## config.mk

```make
export PLATFORM = sky130hd
export DESIGN_NAME = spi_hold_slave
export DESIGN_NICKNAME = d
export VERILOG_FILES = /design/src/rtl/spi_hold_pkg.sv /design/src/rtl/shp_sync.sv /design/src/rtl/shp_edge.sv /design/src/rtl/shp_hold_fsm.sv /design/src/rtl/shp_shifter.sv /design/src/rtl/spi_hold_slave.sv
export SDC_FILE = /design/constraint.sdc
export NUM_CORES = 1
export LEC_CHECK = 0
export BUFFER_PORTS_ARGS = -buffer_cell sky130_fd_sc_hd__buf_4
export CORE_MARGIN = 2
export CORE_UTILIZATION = 50
export CTS_CLUSTER_DIAMETER = 100
export CTS_CLUSTER_SIZE = 8
export DETAILED_ROUTE_END_ITERATION = 6
export PLACE_DENSITY_LB_ADDON = 0.12
export REMOVE_ABC_BUFFERS = 1
export SYNTH_ARGS = -nofsm -noshare
export SYNTH_HDL_FRONTEND = slang
export SYNTH_SLANG_ARGS = --single-unit
```

## constraint.sdc

```tcl
create_clock -name clk -period 2.7 [get_ports clk]
set_clock_uncertainty 0.05 [all_clocks]
set_input_delay 0.27 -clock clk [delete_from_list [all_inputs] [get_ports clk]]
set_output_delay 0.27 -clock clk [all_outputs]
set_load 0.03 [all_outputs]
```

## src/rtl/spi_hold_pkg.sv

```systemverilog
package spi_hold_pkg;

    typedef struct packed {
        logic cs_n;
        logic sck;
        logic hold_n;
        logic mosi;
    } pins_t;

    localparam int PIN_COUNT = $bits(pins_t);

    // Idle pin levels: deselected, clock low, hold released, data low
    localparam logic [PIN_COUNT-1:0] PIN_IDLE = {1'b1, 1'b0, 1'b1, 1'b0};

    typedef enum logic [1:0] {
        LNK_IDLE = 2'd0,
        LNK_RUN  = 2'd1,
        LNK_HELD = 2'd2
    } link_state_e;

    typedef struct packed {
        logic sck_rise;
        logic sck_fall;
        logic sel_start;
        logic desel;
    } evt_t;

    function automatic logic pause_may_start(input logic hold_n, input logic sck);
        return (!hold_n) && (!sck);
    endfunction

    function automatic logic pause_may_end(input logic hold_n, input logic sck);
        return hold_n && (!sck);
    endfunction

endpackage

```

## src/rtl/shp_sync.sv

```systemverilog
module shp_sync #(
    parameter int W = 4,
    parameter int STAGES = 2,
    parameter logic [W-1:0] RST_VAL = '0
) (
    input  logic         clk,
    input  logic         rst,
    input  logic [W-1:0] d,
    output logic [W-1:0] q
);
    logic [STAGES-1:0][W-1:0] chain;

    always_ff @(posedge clk) begin
        if (rst) begin
            chain <= {STAGES{RST_VAL}};
        end else begin
            chain[0] <= d;
            for (int s = 1; s < STAGES; s++) begin
                chain[s] <= chain[s-1];
            end
        end
    end

    assign q = chain[STAGES-1];
endmodule

```

## src/rtl/shp_edge.sv

```systemverilog
module shp_edge
    import spi_hold_pkg::*;
(
    input  logic  clk,
    input  logic  rst,
    input  pins_t pins,
    output evt_t  ev
);
    logic sck_q;
    logic cs_q;

    always_ff @(posedge clk) begin
        if (rst) begin
            sck_q <= 1'b0;
            cs_q  <= 1'b1;
        end else begin
            sck_q <= pins.sck;
            cs_q  <= pins.cs_n;
        end
    end

    always_comb begin
        ev.sck_rise  = pins.sck & ~sck_q;
        ev.sck_fall  = ~pins.sck & sck_q;
        ev.sel_start = ~pins.cs_n & cs_q;
        ev.desel     = pins.cs_n;
    end
endmodule

```

## src/rtl/shp_hold_fsm.sv

```systemverilog
module shp_hold_fsm
    import spi_hold_pkg::*;
(
    input  logic        clk,
    input  logic        rst,
    input  pins_t       pins,
    output link_state_e state,
    output logic        run,
    output logic        held,
    output logic        drive_ok
);
    link_state_e nxt;

    always_comb begin
        nxt = state;
        unique case (state)
            LNK_IDLE: if (!pins.cs_n) nxt = LNK_RUN;
            LNK_RUN: begin
                if (pins.cs_n)
                    nxt = LNK_IDLE;
                else if (pause_may_start(pins.hold_n, pins.sck))
                    nxt = LNK_HELD;
            end
            LNK_HELD: begin
                if (pins.cs_n)
                    nxt = LNK_IDLE;
                else if (pause_may_end(pins.hold_n, pins.sck))
                    nxt = LNK_RUN;
            end
            default: nxt = LNK_IDLE;
        endcase
    end

    always_ff @(posedge clk) begin
        if (rst) state <= LNK_IDLE;
        else     state <= nxt;
    end

    assign run      = (state == LNK_RUN);
    assign held     = (state == LNK_HELD);
    // Driver released immediately on a low hold pin, even if the pause is deferred
    assign drive_ok = run & pins.hold_n;
endmodule

```

## src/rtl/shp_shifter.sv

```systemverilog
module shp_shifter
    import spi_hold_pkg::*;
#(
    parameter int W = 8,
    localparam int CNT_W = $clog2(W)
) (
    input  logic             clk,
    input  logic             rst,
    input  evt_t             ev,
    input  logic             run,
    input  logic             mosi,
    input  logic [W-1:0]     tx_word,
    output logic [W-1:0]     rx_word,
    output logic             rx_strobe,
    output logic             miso,
    output logic [CNT_W-1:0] bit_cnt
);
    localparam logic [CNT_W-1:0] LAST_BIT = CNT_W'(W - 1);

    logic [W-1:0] rx_sr;
    logic [W-1:0] tx_sr;
    logic [W-1:0] rx_next;

    assign rx_next = {rx_sr[W-2:0], mosi};

    always_ff @(posedge clk) begin
        if (rst) begin
            rx_word <= '0;
        end else if (!ev.desel && run && ev.sck_rise && bit_cnt == LAST_BIT) begin
            rx_word <= rx_next;
        end
    end

    always_ff @(posedge clk) begin
        rx_strobe <= 1'b0;
        if (rst || ev.desel) begin
            bit_cnt <= '0;
            rx_sr   <= '0;
            tx_sr   <= '0;
        end else begin
            if (ev.sel_start) begin
                tx_sr <= tx_word;
            end
            if (run && ev.sck_rise) begin
                rx_sr <= rx_next;
                if (bit_cnt == LAST_BIT) begin
                    bit_cnt   <= '0;
                    rx_strobe <= 1'b1;
                end else begin
                    bit_cnt <= bit_cnt + 1'b1;
                end
            end
            if (run && ev.sck_fall) begin
                if (bit_cnt == '0) tx_sr <= tx_word;
                else               tx_sr <= {tx_sr[W-2:0], 1'b0};
            end
        end
    end

    assign miso = tx_sr[W-1];
endmodule

```

## src/rtl/spi_hold_slave.sv

```systemverilog
module spi_hold_slave
    import spi_hold_pkg::*;
#(
    parameter int WORD_W = 8,
    parameter int SYNC_STAGES = 2,
    localparam int CNT_W = $clog2(WORD_W)
) (
    input  logic              clk,
    input  logic              rst,
    input  logic              cs_n_pin,
    input  logic              sck_pin,
    input  logic              hold_n_pin,
    input  logic              mosi_pin,
    input  logic [WORD_W-1:0] tx_word,
    input  logic              busy_in,
    output logic              miso_o,
    output logic              miso_oe,
    output logic [WORD_W-1:0] rx_word,
    output logic              rx_valid,
    output logic              held_o,
    output logic              busy_o
);
    logic [PIN_COUNT-1:0] raw_pins;
    logic [PIN_COUNT-1:0] sync_pins;
    pins_t                pins_s;
    evt_t                 ev;
    link_state_e          lnk_state;
    logic                 run;
    logic                 drive_ok;
    logic [CNT_W-1:0]     bit_cnt;
    logic                 cs_s;
    logic                 sck_s;
    logic                 hold_s;

    assign raw_pins = {cs_n_pin, sck_pin, hold_n_pin, mosi_pin};

    shp_sync #(
        .W      (PIN_COUNT),
        .STAGES (SYNC_STAGES),
        .RST_VAL(PIN_IDLE)
    ) u_sync (
        .clk(clk),
        .rst(rst),
        .d  (raw_pins),
        .q  (sync_pins)
    );

    assign pins_s = pins_t'(sync_pins);
    assign cs_s   = pins_s.cs_n;
    assign sck_s  = pins_s.sck;
    assign hold_s = pins_s.hold_n;

    shp_edge u_edge (
        .clk (clk),
        .rst (rst),
        .pins(pins_s),
        .ev  (ev)
    );

    shp_hold_fsm u_fsm (
        .clk     (clk),
        .rst     (rst),
        .pins    (pins_s),
        .state   (lnk_state),
        .run     (run),
        .held    (held_o),
        .drive_ok(drive_ok)
    );

    shp_shifter #(.W(WORD_W)) u_shift (
        .clk      (clk),
        .rst      (rst),
        .ev       (ev),
        .run      (run),
        .mosi     (pins_s.mosi),
        .tx_word  (tx_word),
        .rx_word  (rx_word),
        .rx_strobe(rx_valid),
        .miso     (miso_o),
        .bit_cnt  (bit_cnt)
    );

    assign miso_oe = drive_ok;

    // Busy path is independent of the pause and of select
    always_ff @(posedge clk) begin
        busy_o <= busy_in;
    end
endmodule

```

======== Yosys cells after proc, flatten, opt, wreduce, memory -nomap -nowiden ========
Index checks and enable logic that the tools add are counted.
storage, ports and cells
  output and inout bits ................... 13
  bits of input ports ..................... 15
  register bits after elaboration ......... 40
  logic and storage cells ................. 53
cells by class
  eq/ne operators ......................... 6
  reductions and logical operators ........ 16
  add/subtract/negate cells ............... 1
  bitwise gates (word level) .............. 8
  multiplexer cells ....................... 11
operators with widths
  cell                   count
  $mux W8                3
  $mux W2                5
  $logic_and A1 B1 Y1    7
  $pmux W2 S3            1
  $and A1 B1 Y1          4
  $not A1 Y1             4
  $add A3 B1 Y3 const B  1
  $eq A3 B3 Y1 const B   1
  $logic_not A1 Y1       3
  $logic_not A3 Y1       1
  $mux W3                1
  $ne A3 B1 Y1 const B   1
  $ne A3 B3 Y1 const B   1
  $reduce_and A3 Y1      1
  $eq A2 B1 Y1 const B   1
  $eq A2 B2 Y1 const B   1
  $logic_not A2 Y1       1
  $ne A2 B2 Y1 const B   1
  $reduce_bool A2 Y1     1
  $reduce_or A2 Y1       1
  $logic_or A1 B1 Y1     1
  $mux W1                1

======== Logic depth before layout (Yosys ltp) ========
Gate-level depths: netlist of run 1.
  depth in word-level cells ............... 5
  gate-level depth with buffers ........... 6
  mapped depth without buffers ............ 5

======== By module ========
From an unflattened synthesis of run 1, not the netlist that was laid out.
second synthesis, totals
  cell total of the unflattened synthesis .. 179
  area total of the unflattened synthesis .. 1,637.8 sq um
by module, submodules not included
  module          seq. area each (sq um)  instances  cells each  area each (sq um)
  shp_shifter     540.5                   1          136         1,189.9
  shp_sync        160.2                   1          20          240.2
  shp_hold_fsm    40.0                    1          14          108.9
  shp_edge        40.0                    1          8           78.8
  spi_hold_slave  20.0                    1          1           20.0

======== Least setup slack after synthesis of run 1 ========
No wires, ideal clock.
  path kind ............................... reg2reg
  from .................................... register u_fsm.state[1]
  to ...................................... register u_shift.tx_sr[5]
  path buffers ............................ 2
  setup slack ............................. 1.361 ns
  setup time .............................. 0.088 ns
  clock period less this slack ............ 1.339 ns
  data arrival time ....................... 1.201 ns
  stages on the path, launching flop included .. 6
  data required time ...................... 2.562 ns
  cells stage by stage .................... dfxtp_1 nor4bb_1 buf_4 buf_12 nand3_2 a311oi_2
between the ends
  longest elaborated chain between the ends .. 3
  elaborated cells between the ends (all ways) .. 4
  those cells by class .................... 1 x eq/ne; 1 x mux; 2 x reduce/logical
RTL lines
  item                                           RTL line            RTL
  start, declared                                shp_hold_fsm.sv:7   output link_state_e state,
  start signal, assigned                         shp_hold_fsm.sv:36  else state <= nxt;
  $eq A2 B1 Y1 (*)                               shp_hold_fsm.sv:39  assign run = (state == LNK_RUN);
  $logic_and A1 B1 Y1 (*)                        shp_shifter.sv:53   if (run && ev.sck_fall) begin
  $mux W8 or $reduce_bool A2 Y1 (tied branches)  --
  end signal, assigned                           shp_shifter.sv:42   tx_sr <= tx_word;
  end signal, assigned                           shp_shifter.sv:54   if (bit_cnt == '0) tx_sr <= tx_word;
  end signal, assigned                           shp_shifter.sv:55   else tx_sr <= {tx_sr[W-2:0], 1'b0};
  end, declared                                  shp_shifter.sv:21   logic [W-1:0] tx_sr;
Every way passes the cells marked *; elsewhere a longest branch is shown, timed or not.
A chain may end at the register's enable or synchronous reset.

======== Final worst setup path of run 1 ========
  from .................................... register u_fsm.state[0]
  to ...................................... register u_shift.tx_sr[1]
The elaborated chain is that of the path after synthesis.

==> flow_summary.ini, run 1 <==
[worst_setup_path]
startpoint = u_fsm.state[0]
path_cells = nor4bb_2, buf_4, or2_1, a311oi_2
crit_path_max_incr_delay_ns = 0.46
crit_cells = 4
critPathCaptureType = register
path_class = reg2reg
critPathSlowestCell = dfxtp_1
crit_path_max_fanout = 17
crit_family = simple AND/OR/NAND/NOR gates
cp.required_ns = 2.84
crit_buf_inv = 1
r2r_end = u_shift.tx_sr[1]
r2r_cells = 4
reg2reg_slack_ns = 1.03
crit_end = u_shift.tx_sr[1]
startpoint_type = register
worstPathArrival_ns = 1.81
r2r-start = u_fsm.state[0]

[finish]
diodes = 0
layout-drive-gt1-share = 0.273
post-route-util = 0.616
area_growth_pct = 15.9
final.fill_count = 282
finalNetCount = 215

[yosys]
syn_area_mm2 = 0.00164
synthCells = 174
synthFlopType = dfxtp_1
seq_area_frac_synth = 0.489
synth.distinct_cells = 32
synth_top_area_frac = 0.489
synth_edf_count = 0
synth_common_cells = dfxtp_1 (40), a21oi_1 (20), nand2_1 (19), o21ai_0 (16), nand3_1 (13)
synth_most_common_cell = dfxtp_1
ys_ff_latch = 40
synth_area_leaders = dfxtp_1 (49%), a311oi_2 (6.4%), a21oi_1 (6.1%)
avgSynthCellArea_um2 = 9.41
synthArstFlopShare = 0
synth_top_area_cell = dfxtp_1
yosys_warnings = 0

[timing]
slew_violations = 0
setup_tns_ns = 0
final-hold-violation-count = 0
setup_ws_ns = 1.03
finalCritPeriodShare = 0.620
rsz0062_at_grt = no
worst_hold_slack_ns = 0.0779
max_freq_ghz = 0.597
setup_viol = 0
layout_min_cycle_time_ns = 1.67
tightest_slew_ns = 0.616
slew_headroom = 0.588

[min_path]
min_path_type = in2reg
min_from = cs_n_pin
hold_depth = 2

[clock_tree]
clock_path_buffers = 2
path_clk_slew_ns = 0.11
insertion_delay_ns = 0.32
cts_buffers = 5
cts-root-buf = clkbuf_4
tritoncts = built
cts_resized = 0
clock_sinks = 40
cts.htree.levels = 2

[global_route]
overflow = 0
grt_pass1_vias = 1261
grt_max_degree = 22
grtUsageTotal = 0.192
grt_pass1_wl_mm = 5.35
antenna_found_initial = 0

[floorplan]
pin_count = 28
die-width_um = 61.2
die_h_um = 61.2
dieArea_mm2 = 0.00375
fp-row-count = 20
initial_core_util = 0.532
core_mm2 = 0.00308

[flow_run]
cap_violations = 0

[placement]
dpl.hpwl_mm = 2.15
pre_cts_slack_ns = 1.06
gp_congestion = 0.816
port_buffers = 27

[status]
status = completed

[drt]
drc = 0
antenna_left = 0
routed_via_density = 5.35
routed_wl_mm = 3.21
drt_iter0_drc = 106
firstDrtPassIters = 4
vias = 1295
wl_per_cell_um = 13.3

[power_and_ir_drop]
vdd_drop_max_v = 0.000330
cellPowerDensity_mw_per_mm2 = 503
p_total_w = 0.000954
power_leakage_nw = 0.661
## per-stage QoR
| stage | instances | area (µm²) |
|---|---|---|
| after floorplan | 160 | 1550 |
| after global placement | 233 | 1830 |
| after detailed placement | 233 | 1830 |
| after CTS | 242 | 1900 |
| after global routing | 242 | 1900 |
| final | 242 | 1900 |
## registers in the layout, summed over array words and instances (netlist names)
name / flops
u_sync.chain: 4
u_shift.tx_sr: 8
u_shift.rx_strobe: 1
u_edge.sck_q: 1
u_edge.cs_q: 1
u_shift.rx_sr: 7
u_shift.bit_cnt: 3
u_fsm.state: 2
u_sync.q: 4
busy_o: 1
u_shift.rx_word: 8
## timing repair
item                      4_1_cts  5_1_grt
setup buffers                   0        0
hold endpoints to repair        1        0
hold buffers                    1        0
## how the worst min path moves through the flow
stage and to:
6_report u_sync.chain[3], 5_1_grt u_sync.chain[3], 4_1_cts u_sync.chain[1], 3_5_place_dp busy_o, 3_3_place_gp busy_o, 2_1_floorplan busy_o
## kinds of logic after synthesis
kind of cell | count (synthesis) | share of synthesized area
compound gates | 46 | 0.190
buf+inv | 16 | 0.0581
simple gates | 69 | 0.240
fa+ha+maj | 3 | 0.0229
flops | 40 | 0.489
## layer usage
metal	vias to the layer above	wire length, µm	GRT usage
met5	-	0	0
met3	2	151	0.0504
met1	607	1430	0.230
met2	31	1610	0.330
met4	0	21	0.0714
li1	655	-	-
## cell usage in the layout (no fill, tap or decap)
master	instances
inv_1	2
clkbuf_8	1
nor2b_1	8
ha_1	3
nor2_1	1
nand3_1	13
a21o_2	1
clkbuf_1	2
nand3_2	2
clkbuf_4	5
a21oi_1	20
nor4bb_2	1
or3_1	1
dfxtp_1	40
nand2_1	19
or2_1	1
nand3b_1	1
nand2b_1	3
and3b_2	1
nand4bb_1	2
and2b_2	1
and4bb_2	1
a311oi_2	7
nor3_1	8
o21ai_0	16
or2_2	5
nor4b_1	1
buf_4	29
o21bai_1	1
a221oi_1	1
dlygate4sd3_1	1
## power breakdown
| part | switching (W) | internal, W |
|---|---|---|
| Clock | 0.000173 | 0.000129 |
| Combinational | 0.0000235 | 0.0000255 |
| Sequential | 0.00000483 | 0.000598 |
## cell type report
cell class / instances / area (µm²) / share of cell area
sequential: 40 / 801 / 0.422
multi-input combinational: 118 / 747 / 0.394
timing repair buffer: 30 / 228 / 0.120
clock buffer: 8 / 58.8 / 0.0310
tap: 44 / 55.1 / 0.0290
inverter: 2 / 7.51 / 0.00396
(Power assumes the default switching activity.)
==> inputs of run 2 (changes only) <==
==> constraint.sdc (replaced) <==
create_clock -name clk -period 1.6 [get_ports clk]
set_clock_uncertainty 0.05 [all_clocks]
set_input_delay 0.16 -clock clk [delete_from_list [all_inputs] [get_ports clk]]
set_output_delay 0.16 -clock clk [all_outputs]
set_load 0.03 [all_outputs]
==> flow_summary.ini, run 2 (synthesis gave the netlist of run 1 again) <==
[finish]
layout-drive-gt1-share = 0.307
finalNetCount = 223
layout_common_cells = dfxtp_1 (39), buf_4 (33), a21oi_1 (20)
diodes = 0
final_common_cell = dfxtp_1
area_growth_pct = 23.1
reg_top3 = u_shift.rx_word x8, u_shift.tx_sr x8, u_shift.rx_sr x7
final-seq-area_um2 = 802
multi_input_area_um2 = 754
final.fill_count = 264

[flow_run]
cap_violations = 0

[placement]
dpl.hpwl_mm = 2.23
gp_congestion = 0.860
pre_cts_slack_ns = -0.00637
port_buffers = 27

[drt]
firstDrtPassIters = 4
antenna_left = 0
vias = 1325
drt_iter0_drc = 85
routed_via_density = 5.32
wl_per_cell_um = 13.0
routed_wl_mm = 3.23
drc = 0

[timing]
rsz0062_at_grt = no
max_freq_ghz = 0.678
slew_headroom = 0.674
setup_ws_ns = 0.125
finalCritPeriodShare = 0.922
layout_min_cycle_time_ns = 1.48
tightest_slew_ns = 0.489
worst_hold_slack_ns = 0.0608
setup_viol = 0
final-hold-violation-count = 0
slew_violations = 0

[worst_setup_path]
startpoint_type = register
r2r-start = u_shift.bit_cnt[0]
path_class = reg2reg
worstPathArrival_ns = 1.68
r2r_cells = 5
critPathCaptureType = register
crit_path_max_fanout = 8
r2r_end = u_shift.tx_sr[4]
cp.required_ns = 1.81
crit_end = u_shift.tx_sr[4]
reg2reg_slack_ns = 0.12
startpoint = u_shift.bit_cnt[0]

[clock_tree]
path_clk_slew_ns = 0.11
cts_setup_buffers = 0
clock_path_buffers = 2
clock_sinks = 40
cts-root-buf = clkbuf_4
cts_buffers = 5
tritoncts = built
cts.htree.levels = 2
insertion_delay_ns = 0.34

[power_and_ir_drop]
seqPwrFrac = 0.534
p_total_w = 0.00190
cellPowerDensity_mw_per_mm2 = 946
p_int_w = 0.00154
p_switching_w = 0.000364
swShare = 0.191
clkPwrFrac = 0.416
power_leakage_nw = 0.719
vdd_drop_max_v = 0.000483
p_comb_frac = 0.050

[floorplan]
fp-row-count = 20
initial_core_util = 0.532
die-width_um = 61.2
die_h_um = 61.2
dieArea_mm2 = 0.00375
core_mm2 = 0.00308
pin_count = 28

[global_route]
grt_pass1_wl_mm = 5.26
overflow = 0
grtUsageTotal = 0.193
grt_pass1_vias = 1251
antenna_found_initial = 0
grt_max_degree = 22

[min_path]
min_from = tx_word[0]
min_path_type = in2reg

[status]
status = completed
[run 2: through the flow]
stage                     utilization  instances  instance area, µm²  TNS (ns)
after floorplan                     -        160                1550     -7.13
after global placement          0.604        237                1860         0
after detailed placement        0.604        237                1860   -0.0198
after CTS                       0.653        249                2010         0
after global routing            0.654        249                2010         0
final                           0.654        249                2010         0
[run 2: area by class of cell]
| type | count | share of cell area |
|---|---|---|
| flip-flops and latches | 40 | 0.398 |
| inverters | 2 | 0.00373 |
| repair buffers | 38 | 0.148 |
| well taps | 44 | 0.0273 |
| clock buffers | 5 | 0.0186 |
| multi-input cells | 118 | 0.375 |
| clock inverters | 2 | 0.0298 |
[run 2: timing repair]
| action | CTS | global route |
|---|---|---|
| resized for setup | 2 | 2 |
| hold endpoints to repair | 5 | 0 |
| endpoints found under the setup margin | 15 | 5 |
| hold buffers | 5 | 0 |
[run 2: power groups by stage]
stage | clock network [W] | logic, W | registers, W
2_1_floorplan | 0 | 0.0000367 | 0.00104
3_3_place_gp | 0 | 0.0000821 | 0.00104
3_5_place_dp | 0 | 0.0000853 | 0.00104
4_1_cts | 0.000809 | 0.0000959 | 0.00102
5_1_grt | 0.000854 | 0.000104 | 0.00102
6_report | 0.000791 | 0.0000956 | 0.00102
[run 2: worst max-delay path, cell delays in order (launching register included)]
cell	delay [ns]
dfxtp_1	0.40
inv_1	0.06
ha_1	0.20
nand2b_1	0.26
nand3_1	0.14
a311oi_2	0.28
[run 2: layer usage]
layer | up-vias | GRT usage | routed length, µm
met5 | - | 0 | 0
met1 | 622 | 0.221 | 1420
met4 | 0 | 0.0932 | 56
met3 | 7 | 0.0504 | 124
li1 | 672 | - | -
met2 | 24 | 0.333 | 1630
[run 2: how the worst min path moves through the flow]
stage	endpoint	slack, ns	cells after the start
CTS	u_shift.tx_sr[0]	0.06	3
floorplan	busy_o	0.14	0
detailed placement	busy_o	0.22	1
global route	u_shift.tx_sr[0]	0.05	3
global placement	busy_o	0.22	1
finish	u_shift.tx_sr[0]	0.06	3
